`src/rtl/evmap_pkg.sv`:
```
package evmap_pkg;
  localparam int EVT_W  = 20;
  localparam int NUM_EVT = 5;
  localparam int SLOT_W = $clog2(NUM_EVT);

  // slot order: cycles, instructions, dtlb read miss, dtlb write miss, itlb miss
  localparam int SLOT_CYC = 0;
  localparam int SLOT_INS = 1;

  localparam logic [EVT_W-1:0] EVT_LIST [NUM_EVT] = '{
    20'h00001, 20'h00002, 20'h10019, 20'h1001B, 20'h10021
  };
endpackage

```
`src/rtl/evmap_evt_dec.sv`:
```
module evmap_evt_dec
  import evmap_pkg::*;
(
  input  logic [EVT_W-1:0]  evt,
  output logic              known,
  output logic [SLOT_W-1:0] slot
);
  always_comb begin
    known = 1'b0;
    slot  = '0;
    for (int i = 0; i < NUM_EVT; i++) begin
      if (evt == EVT_LIST[i]) begin
        known = 1'b1;
        slot  = SLOT_W'(i);
      end
    end
  end
endmodule

```
`src/rtl/evmap_idx_chk.sv`:
```
module evmap_idx_chk #(
  parameter int NUM_CTRS = 32,
  parameter int FIRST_PROG = 3,
  localparam int CTR_IW = $clog2(NUM_CTRS)
) (
  input  logic [CTR_IW-1:0]   idx,
  input  logic [NUM_CTRS-1:0] avail_mask,
  output logic                ok
);
  logic in_range;
  always_comb begin
    in_range = ({1'b0, idx} < (CTR_IW+1)'(NUM_CTRS)) &&
               (idx >= CTR_IW'(FIRST_PROG));
    ok = in_range && avail_mask[idx];
  end
endmodule

```
`src/rtl/evmap_query.sv`:
```
module evmap_query #(
  parameter int CTR_IW = 5,
  parameter int FIXED_CYC = 0,
  parameter int FIXED_INS = 2
) (
  input  logic [CTR_IW-1:0] q_ctr,
  input  logic              cyc_vld,
  input  logic [CTR_IW-1:0] cyc_ctr,
  input  logic              ins_vld,
  input  logic [CTR_IW-1:0] ins_ctr,
  output logic              is_cyc,
  output logic              is_ins
);
  always_comb begin
    is_cyc = (q_ctr == CTR_IW'(FIXED_CYC)) ||
             (cyc_vld && (cyc_ctr != '0) && (cyc_ctr == q_ctr));
    is_ins = (q_ctr == CTR_IW'(FIXED_INS)) ||
             (ins_vld && (ins_ctr != '0) && (ins_ctr == q_ctr));
  end
endmodule

```
`src/rtl/evmap_table.sv`:
```
module evmap_table
  import evmap_pkg::*;
#(
  parameter int NUM_CTRS = 32,
  parameter int SEL_W = 64,
  localparam int CTR_IW = $clog2(NUM_CTRS)
) (
  input  logic                clk,
  input  logic                rst,
  input  logic [NUM_CTRS-1:0] avail_mask,
  input  logic                wr_en,
  input  logic [CTR_IW-1:0]   wr_idx,
  input  logic [SEL_W-1:0]    wr_sel,
  output logic                wr_done,
  output logic                wr_err,
  input  logic [EVT_W-1:0]    lk_evt,
  output logic                lk_hit,
  output logic [CTR_IW-1:0]   lk_ctr,
  input  logic [CTR_IW-1:0]   q_ctr,
  output logic                q_is_cyc,
  output logic                q_is_ins
);
  logic [NUM_EVT-1:0] vld_q;
  logic [CTR_IW-1:0]  ctr_q [NUM_EVT];

  logic              idx_ok;
  logic              w_known, l_known;
  logic [SLOT_W-1:0] w_slot, l_slot;
  logic              sel_zero;
  logic              qc, qi;

  evmap_idx_chk #(.NUM_CTRS(NUM_CTRS)) u_idx (
    .idx(wr_idx), .avail_mask(avail_mask), .ok(idx_ok)
  );
  evmap_evt_dec u_wdec (.evt(wr_sel[EVT_W-1:0]), .known(w_known), .slot(w_slot));
  evmap_evt_dec u_ldec (.evt(lk_evt), .known(l_known), .slot(l_slot));
  evmap_query #(.CTR_IW(CTR_IW)) u_query (
    .q_ctr(q_ctr),
    .cyc_vld(vld_q[SLOT_CYC]), .cyc_ctr(ctr_q[SLOT_CYC]),
    .ins_vld(vld_q[SLOT_INS]), .ins_ctr(ctr_q[SLOT_INS]),
    .is_cyc(qc), .is_ins(qi)
  );

  assign sel_zero = (wr_sel == '0);

  for (genvar s = 0; s < NUM_EVT; s++) begin : g_slot
    always_ff @(posedge clk) begin
      if (rst) begin
        vld_q[s] <= 1'b0;
        ctr_q[s] <= '0;
      end else if (wr_en && idx_ok) begin
        if (sel_zero) begin
          if (vld_q[s] && (ctr_q[s] == wr_idx)) vld_q[s] <= 1'b0;
        end else if (w_known && (w_slot == SLOT_W'(s)) && !vld_q[s]) begin
          vld_q[s] <= 1'b1;
          ctr_q[s] <= wr_idx;
        end
      end
    end

    AST_ZERO_CLEARS: assert property (@(posedge clk) disable iff (rst)
      (wr_en && idx_ok && sel_zero && vld_q[s] && ctr_q[s] == wr_idx) |=> !vld_q[s]);
    AST_KEEP_FIRST: assert property (@(posedge clk) disable iff (rst)
      (wr_en && idx_ok && !sel_zero && vld_q[s] && w_known && w_slot == SLOT_W'(s))
      |=> (vld_q[s] && $stable(ctr_q[s])));
  end

  always_ff @(posedge clk) begin
    if (rst) begin
      wr_done  <= 1'b0;
      wr_err   <= 1'b0;
      lk_hit   <= 1'b0;
      lk_ctr   <= '0;
      q_is_cyc <= 1'b0;
      q_is_ins <= 1'b0;
    end else begin
      wr_done  <= wr_en;
      wr_err   <= wr_en && (!idx_ok || (!sel_zero && !w_known));
      lk_hit   <= l_known && vld_q[l_slot];
      lk_ctr   <= (l_known && vld_q[l_slot]) ? ctr_q[l_slot] : '0;
      q_is_cyc <= qc;
      q_is_ins <= qi;
    end
  end

  AST_BAD_IDX_ERR: assert property (@(posedge clk) disable iff (rst)
    (wr_en && !idx_ok) |=> (wr_done && wr_err));
  AST_BAD_IDX_KEEP: assert property (@(posedge clk) disable iff (rst)
    (wr_en && !idx_ok) |=> $stable(vld_q));
  AST_ZERO_OK: assert property (@(posedge clk) disable iff (rst)
    (wr_en && idx_ok && sel_zero) |=> !wr_err);
  AST_DONE_PULSE: assert property (@(posedge clk) disable iff (rst)
    wr_en |=> wr_done);
  AST_DONE_QUIET: assert property (@(posedge clk) disable iff (rst)
    !wr_en |=> !wr_done);
  AST_HIT_CTR: assert property (@(posedge clk) disable iff (rst)
    lk_hit |-> (lk_ctr >= CTR_IW'(3)));
  AST_MISS_ZERO: assert property (@(posedge clk) disable iff (rst)
    !lk_hit |-> (lk_ctr == '0));
  AST_FIXED_INS: assert property (@(posedge clk) disable iff (rst)
    (q_ctr == CTR_IW'(2)) |=> q_is_ins);
  AST_FIXED_CYC: assert property (@(posedge clk) disable iff (rst)
    (q_ctr == '0) |=> q_is_cyc);
endmodule

```
`config.mk`:
```
export PLATFORM = sky130hd
export DESIGN_NAME = evmap_table
export DESIGN_NICKNAME = d
export VERILOG_FILES = /design/src/rtl/evmap_pkg.sv /design/src/rtl/evmap_evt_dec.sv /design/src/rtl/evmap_idx_chk.sv /design/src/rtl/evmap_query.sv /design/src/rtl/evmap_table.sv
export SDC_FILE = /design/constraint.sdc
export NUM_CORES = 1
export LEC_CHECK = 0
export ABC_AREA = 1
export BUFFER_PORTS_ARGS = -buffer_cell sky130_fd_sc_hd__clkbuf_2
export CAP_MARGIN = 20
export CORE_MARGIN = 1
export CORE_UTILIZATION = 24
export CTS_CLUSTER_DIAMETER = 100
export DETAILED_ROUTE_END_ITERATION = 16
export GPL_TIMING_DRIVEN = 0
export PLACE_DENSITY_LB_ADDON = 0.12
export SLEW_MARGIN = 20
export SYNTH_ARGS = -nofsm -noshare
export SYNTH_HDL_FRONTEND = slang
export SYNTH_SLANG_ARGS = --single-unit
```
`constraint.sdc`:
```
create_clock -name clk -period 1.8 [get_ports clk]
set_input_delay 0.18 -clock clk [delete_from_list [all_inputs] [get_ports clk]]
set_output_delay 0.18 -clock clk [all_outputs]
set_load 0.05 [all_outputs]
```
Yosys cells after proc, flatten, opt, wreduce, memory -nomap -nowiden
Memory sizes are Yosys's and may differ from the RTL's. A register that Yosys moved wholly into a read port is not among the register bits.
Index checks and enable logic that the tools add are counted.
- bits in registers: 10
- memory bits (writable): 25
- bits of input ports: 129
- output and inout port bits: 10
- word-level logic and storage cells: 167
- memories kept: 1
- memory list (memory ; words ; bits a word ; rd ports ; clocked after Yosys merged registers in ; write ports ; line ; text):
    ctr_q ; 5 ; 5 ; 6 ; 1 ; 5 ; evmap_table.sv:24 ; logic [CTR_IW-1:0] ctr_q [NUM_EVT];
- magnitude comparators: 3
- eq/ne operators: 27
- multiplexer cells: 69
- bitwise gates (word level): 6
- reduce and logical (&&, ||, !) cells: 51
- operators with widths (operator ; count):
    $eq A20 B17 Y1 const B ; 6
    $logic_not A64 Y1 ; 1
    $mux W1 ; 56
    $eq A20 B1 Y1 const B ; 2
    $eq A20 B2 Y1 const B ; 2
    $eq A5 B5 Y1 ; 7
    $mux W5 ; 5
    $logic_and A1 B1 Y1 ; 24
    $reduce_and A3 Y1 ; 5
    $ne A2 B1 Y1 const B ; 5
    $reduce_bool A2 Y1 ; 5
    $reduce_bool A5 Y1 ; 2
    $logic_not A1 Y1 ; 8
    $mux W2 ; 4
    $eq A3 B2 Y1 const B ; 2
    $lt A5 B6 Y1 const B ; 1
    $mux W3 ; 2
    $bmux W1 S5 ; 1
    $eq A5 B2 Y1 const B ; 1
    $ge A5 B2 Y1 const B ; 1
    $logic_not A5 Y1 ; 1
    $or A1 B1 Y1 ; 5
    $lt A3 B4 Y1 const B ; 1
    $bmux W1 S3 ; 1
    other kinds (6) ; 8

Longest topological paths before layout
- depth after elaboration: 14
- mapped depth: 15
- gate-level depth less buffers: 13

Modules after synthesis
From an unflattened synthesis, not the netlist that was laid out.
- cells, all modules: 566
- area, all modules: 3494.6 um^2
- by module, submodules not included (module ; instances ; cells an instance ; area each (um^2) ; seq. area each (um^2)):
    evmap_table ; 1 ; 308 ; 2391.0 ; 1051.0
    evmap_evt_dec ; 2 ; 50 ; 215.2 ; 0.0
    evmap_idx_chk ; 1 ; 95 ; 419.2 ; 0.0
    evmap_query ; 1 ; 63 ; 254.0 ; 0.0

Least setup slack after synthesis
Ideal clock, no wire load.
- kind: input -> register
- start: in wr_idx[0]
- end: mem ctr_q[1][0], enable pin
- library setup time: 374 ps
- arrival: 1424 ps
- data required time: 1426 ps
- path slack: 2 ps
- stages on the path: 11
- buffers on the path: 2
- cell sequence: buf_6 > inv_6 > buf_8 > nand2_1 > nand2_1 > nand2_1 > nand3_1 > nand3_2 > nand3_2 > nand4_4 > o21ai_0
- RTL lines (item ; line ; text):
    from (decl) ; evmap_table.sv:12 ; input logic [CTR_IW-1:0] wr_idx,
    to (decl) ; evmap_table.sv:24 ;

Worst setup path in the final report
- start: in wr_idx[4]
- end: reg vld_q[3]
- longest elaborated chain between the ends: 5
- elaborated cells on any way between the ends: 9
- classes of those cells: order compare: 1; eq/ne: 2; mux: 2; reduce/logical: 4
- ends and longest elaborated chain (item ; line ; text):
    $bmux W1 S5 ; evmap_idx_chk.sv:14 ; ok = in_range && avail_mask[idx];
    $mux W1 (implied by the code) ; evmap_idx_chk.sv:14 ;
    $logic_and A1 B1 Y1 ; evmap_idx_chk.sv:14 ;
    $logic_and A1 B1 Y1 ; evmap_table.sv:51 ; end else if (wr_en && idx_ok) begin
    $reduce_and A3 Y1 (no line) (*) ; n/a ;
    to (signal, indexed assignment) ; evmap_table.sv:49 ; vld_q[s] <= 1'b0;
    to (signal, indexed assignment) ; evmap_table.sv:55 ; vld_q[s] <= 1'b1;
    to (decl) ; evmap_table.sv:23 ; logic [NUM_EVT-1:0] vld_q;
Mark *: on every way between the ends. The rest lies on a longest branch, timed or not. The select of a mux whose other input is x is not followed.
A chain may end at the register's enable or synchronous reset.

==> impl_metrics.json <==
{
  "period_minus_slack_ns": 1.58,
  "synth_top_cell_by_area": "edfxtp_1",
  "cellInternalPower_mw": 1.86,
  "die_width_um": 123,
  "design_power_total_mw": 2.56,
  "post_synth_instance_area_um2": 3520,
  "worst_path_largest_cell_delay_ns": 0.47,
  "endpoint_kind": "register",
  "core_area_um2": 14100,
  "critical-path-slowest-cell": "nor4_1",
  "initialDrtViolationCount": 183,
  "layout_setup_ws_ns": 0.218,
  "timing.fmax_mhz": 632,
  "post_dp_cell_area_um2": 4420,
  "boundaryPins": 139,
  "finalNetCount": 820,
  "timing.hold.worst.class": "input pin to register",
  "final_wirelength_um": 10900,
  "cts_buffer_depth": 2,
  "drtAntennaViolNets": 0,
  "sw_frac_of_total_pct": 27.1,
  "drive_above_1_share_pct": 30.6,
  "cp_max_fo": 10,
  "clock_latency_ns": 0.28,
  "stdcell_area_um2": 4610,
  "slew_headroom_pct": 60.0,
  "dieHeight_um": 123,
  "grt_start_max_net_pins": 14,
  "syn_nets": 678,
  "yosys.cell_types.count": 40,
  "drv_cap": 0,
  "finClkSkew_ns": 0.00308,
  "vias": 3926,
  "critPathLaunch": "wr_idx[4]",
  "n_antenna_cell": 0,
  "area.growth.synth_to_final_pct": 30.8,
  "inserted_clock_buffers": 5,
  "final_util_pct": 32.7,
  "crit-reg2reg-launch": "ctr_q[3][3]",
  "crit_type": "input pin to register",
  "first_global_vias": 3761,
  "worst_r2r_endpoint": "vld_q[3]",
  "cp_data_arrival_time_ns": 1.76,
  "finalWeightedCongestion": 0.838,
  "endpoint": "vld_q[3]",
  "dp.cells": 864,
  "antenna_found_initial": 0,
  "vdd.ir_drop.worst_mv": 0.285,
  "totalNegativeSetupSlack_ns": 0,
  "period_share_pct": 87.9,
  "postSynthRegisterBits": 40,
  "grt.overflow.total": 0,
  "hold_viol": 0,
  "post_synth_main_area_contributors": "edfxtp_1, nand2_1, nor2_1",
  "report.final.setup_viol": 0,
  "drt-vias-per-instance": 4.50,
  "ff2ff_setup_slack_ns": 0.25,
  "final-instance-count-excl-fill": 872,
  "detail_route.drc_violations": 0,
  "syn_area_per_cell_um2": 6.42,
  "floorplan_row_count": 43,
  "dpl.hpwl_um": 9180,
  "worstPathRequired_ns": 1.98,
  "clock_sinks": 40,
  "gr-usage-all-layers_pct": 14.8,
  "routed_wire_length_per_instance_um": 12.5,
  "tightest_slew_ns": 0.594,
  "placement.setup.worst_slack_ns": -0.392,
  "htreeDepth": 2,
  "slew_violations": 0,
  "seq_area_frac_synth_pct": 29.8,
  "portBuffers": 135,
  "commonest_non_fill_non_tap_cell_in_the_layout": "clkbuf_2",
  "power.share.sequential_pct": 39.6,
  "combinationalPowerShare_pct": 20.3,
  "ys.warnings.count": 0,
  "first_pass_grt_wire_length_um": 17500,
  "detailedRoute.firstPassIterationCount": 5,
  "power.share.clock_pct": 40.1,
  "synth_top_area_share_pct": 21.3,
  "static-leakage-power_nw": 2.26,
  "net-switching-power_mw": 0.692,
  "mostFrequentLayoutCells": "clkbuf_2, nand2_1, nor2_1, inv_1, nand3_1",
  "clk_root_buffer_cell": "clkbuf_16",
  "syn_inst": 549,
  "timing.critical_path.cells": "clkbuf_2 -> inv_1 -> buf_2 -> o2111ai_1 -> nor4_1 -> nand4_1 -> nand2_1 -> nor2_1",
  "setup.worst_path.start_class": "input pin",
  "cts_setup_buffers": 0,
  "cts.clk_slew.worst_paths_ns": 0.06,
  "power_per_cell_area_nw_per_um2": 555,
  "die_area_um2": 15200,
  "status": "completed",
  "clock_tree_from_tritoncts": "yes",
  "hold-worst-slack_ns": 0.184,
  "floorplan.initialDensity_pct": 25.0,
  "grt_setup_unrepaired": "no",
  "rr_worst_depth": 5
}
-- sequential cells by signal, summed over array words and instances (netlist names) --
| name | cells |
|---|---|
| ctr_q | 25 |
| lk_ctr | 5 |
| vld_q | 5 |
| lk_hit | 1 |
| q_is_cyc | 1 |
| q_is_ins | 1 |
| wr_done | 1 |
| wr_err | 1 |
-- cell usage after synthesis, drive strengths merged --
cell     count
or2         11
o2111ai      2
o211ai       1
o22ai        5
a211oi       1
a221oi       1
nand3b       2
xor2         7
nand4       21
edfxtp      25
buf         15
a41oi        1
nand2      127
o21ai       24
clkbuf       3
o221ai       1
nor4         8
nand3       56
nor2       124
dfxtp       15
a21oi       14
and2         2
xnor2        3
inv         79
a31oi        1
-- critical path: cells and delay by family --
kind,cells,cell delay (ns)
compound gates,1,0.14
simple gates,4,0.74
buf+inv,3,0.69
-- per-layer routing --
| layer | track usage (%) | up-vias | part of all wire [%] |
|---|---|---|---|
| li1 | - | 2050 | - |
| met1 | 17.9 | 1738 | 45 |
| met2 | 27.4 | 131 | 49 |
| met3 | 1.94 | 7 | 5.4 |
| met4 | 3.16 | 0 | 0.91 |
| met5 | 0 | - | 0 |
-- cells by family (layout without fill, tap and decap cells) --
logic type	Yosys count	count (layout)	share of synthesized area, %
XOR/XNOR	10	10	2.49
AND/OR/NAND/NOR	351	351	47.1
AO/OA/AOI/OAI	51	51	8.53
buffers and inverters	97	240	12.0
flip-flops	40	40	29.8
-- power groups by stage --
stage	clock [mW]	combinational [mW]	sequential [mW]
after floorplan	0	0.286	1.03
after global placement	0	0.519	1.03
after detailed placement	0	0.522	1.03
after CTS	1.04	0.524	1.01
after global routing	1.07	0.583	1.01
final	1.03	0.518	1.01
-- cell type report --
class / instances / area [um2]
Timing Repair Buffer: 135 / 676
Fill cell: 1577 / 9490
Multi-Input combinational cell: 412 / 2060
Buffer: 18 / 116
Clock inverter: 3 / 42.5
Tap cell: 180 / 225
Clock buffer: 5 / 125
Inverter: 79 / 307
Sequential cell: 40 / 1050
-- worst min path at each step --
stage | endpoint | cells past startpoint | from
2_1_floorplan | lk_hit | 1 | rst
3_3_place_gp | vld_q[1] | 2 | vld_q[1]
3_5_place_dp | vld_q[1] | 2 | vld_q[1]
4_1_cts | q_is_cyc | 2 | rst
5_1_grt | q_is_cyc | 2 | rst
6_report | q_is_cyc | 2 | rst
-- timing repair --
| item | 4_1_cts | 5_1_grt |
|---|---|---|
| setup endpoints to repair | 5 | 15 |
| pin swaps | 0 | 0 |
| resized for setup | 1 | 4 |
| hold buffers | 0 | 0 |
(Power assumes the default switching activity.)
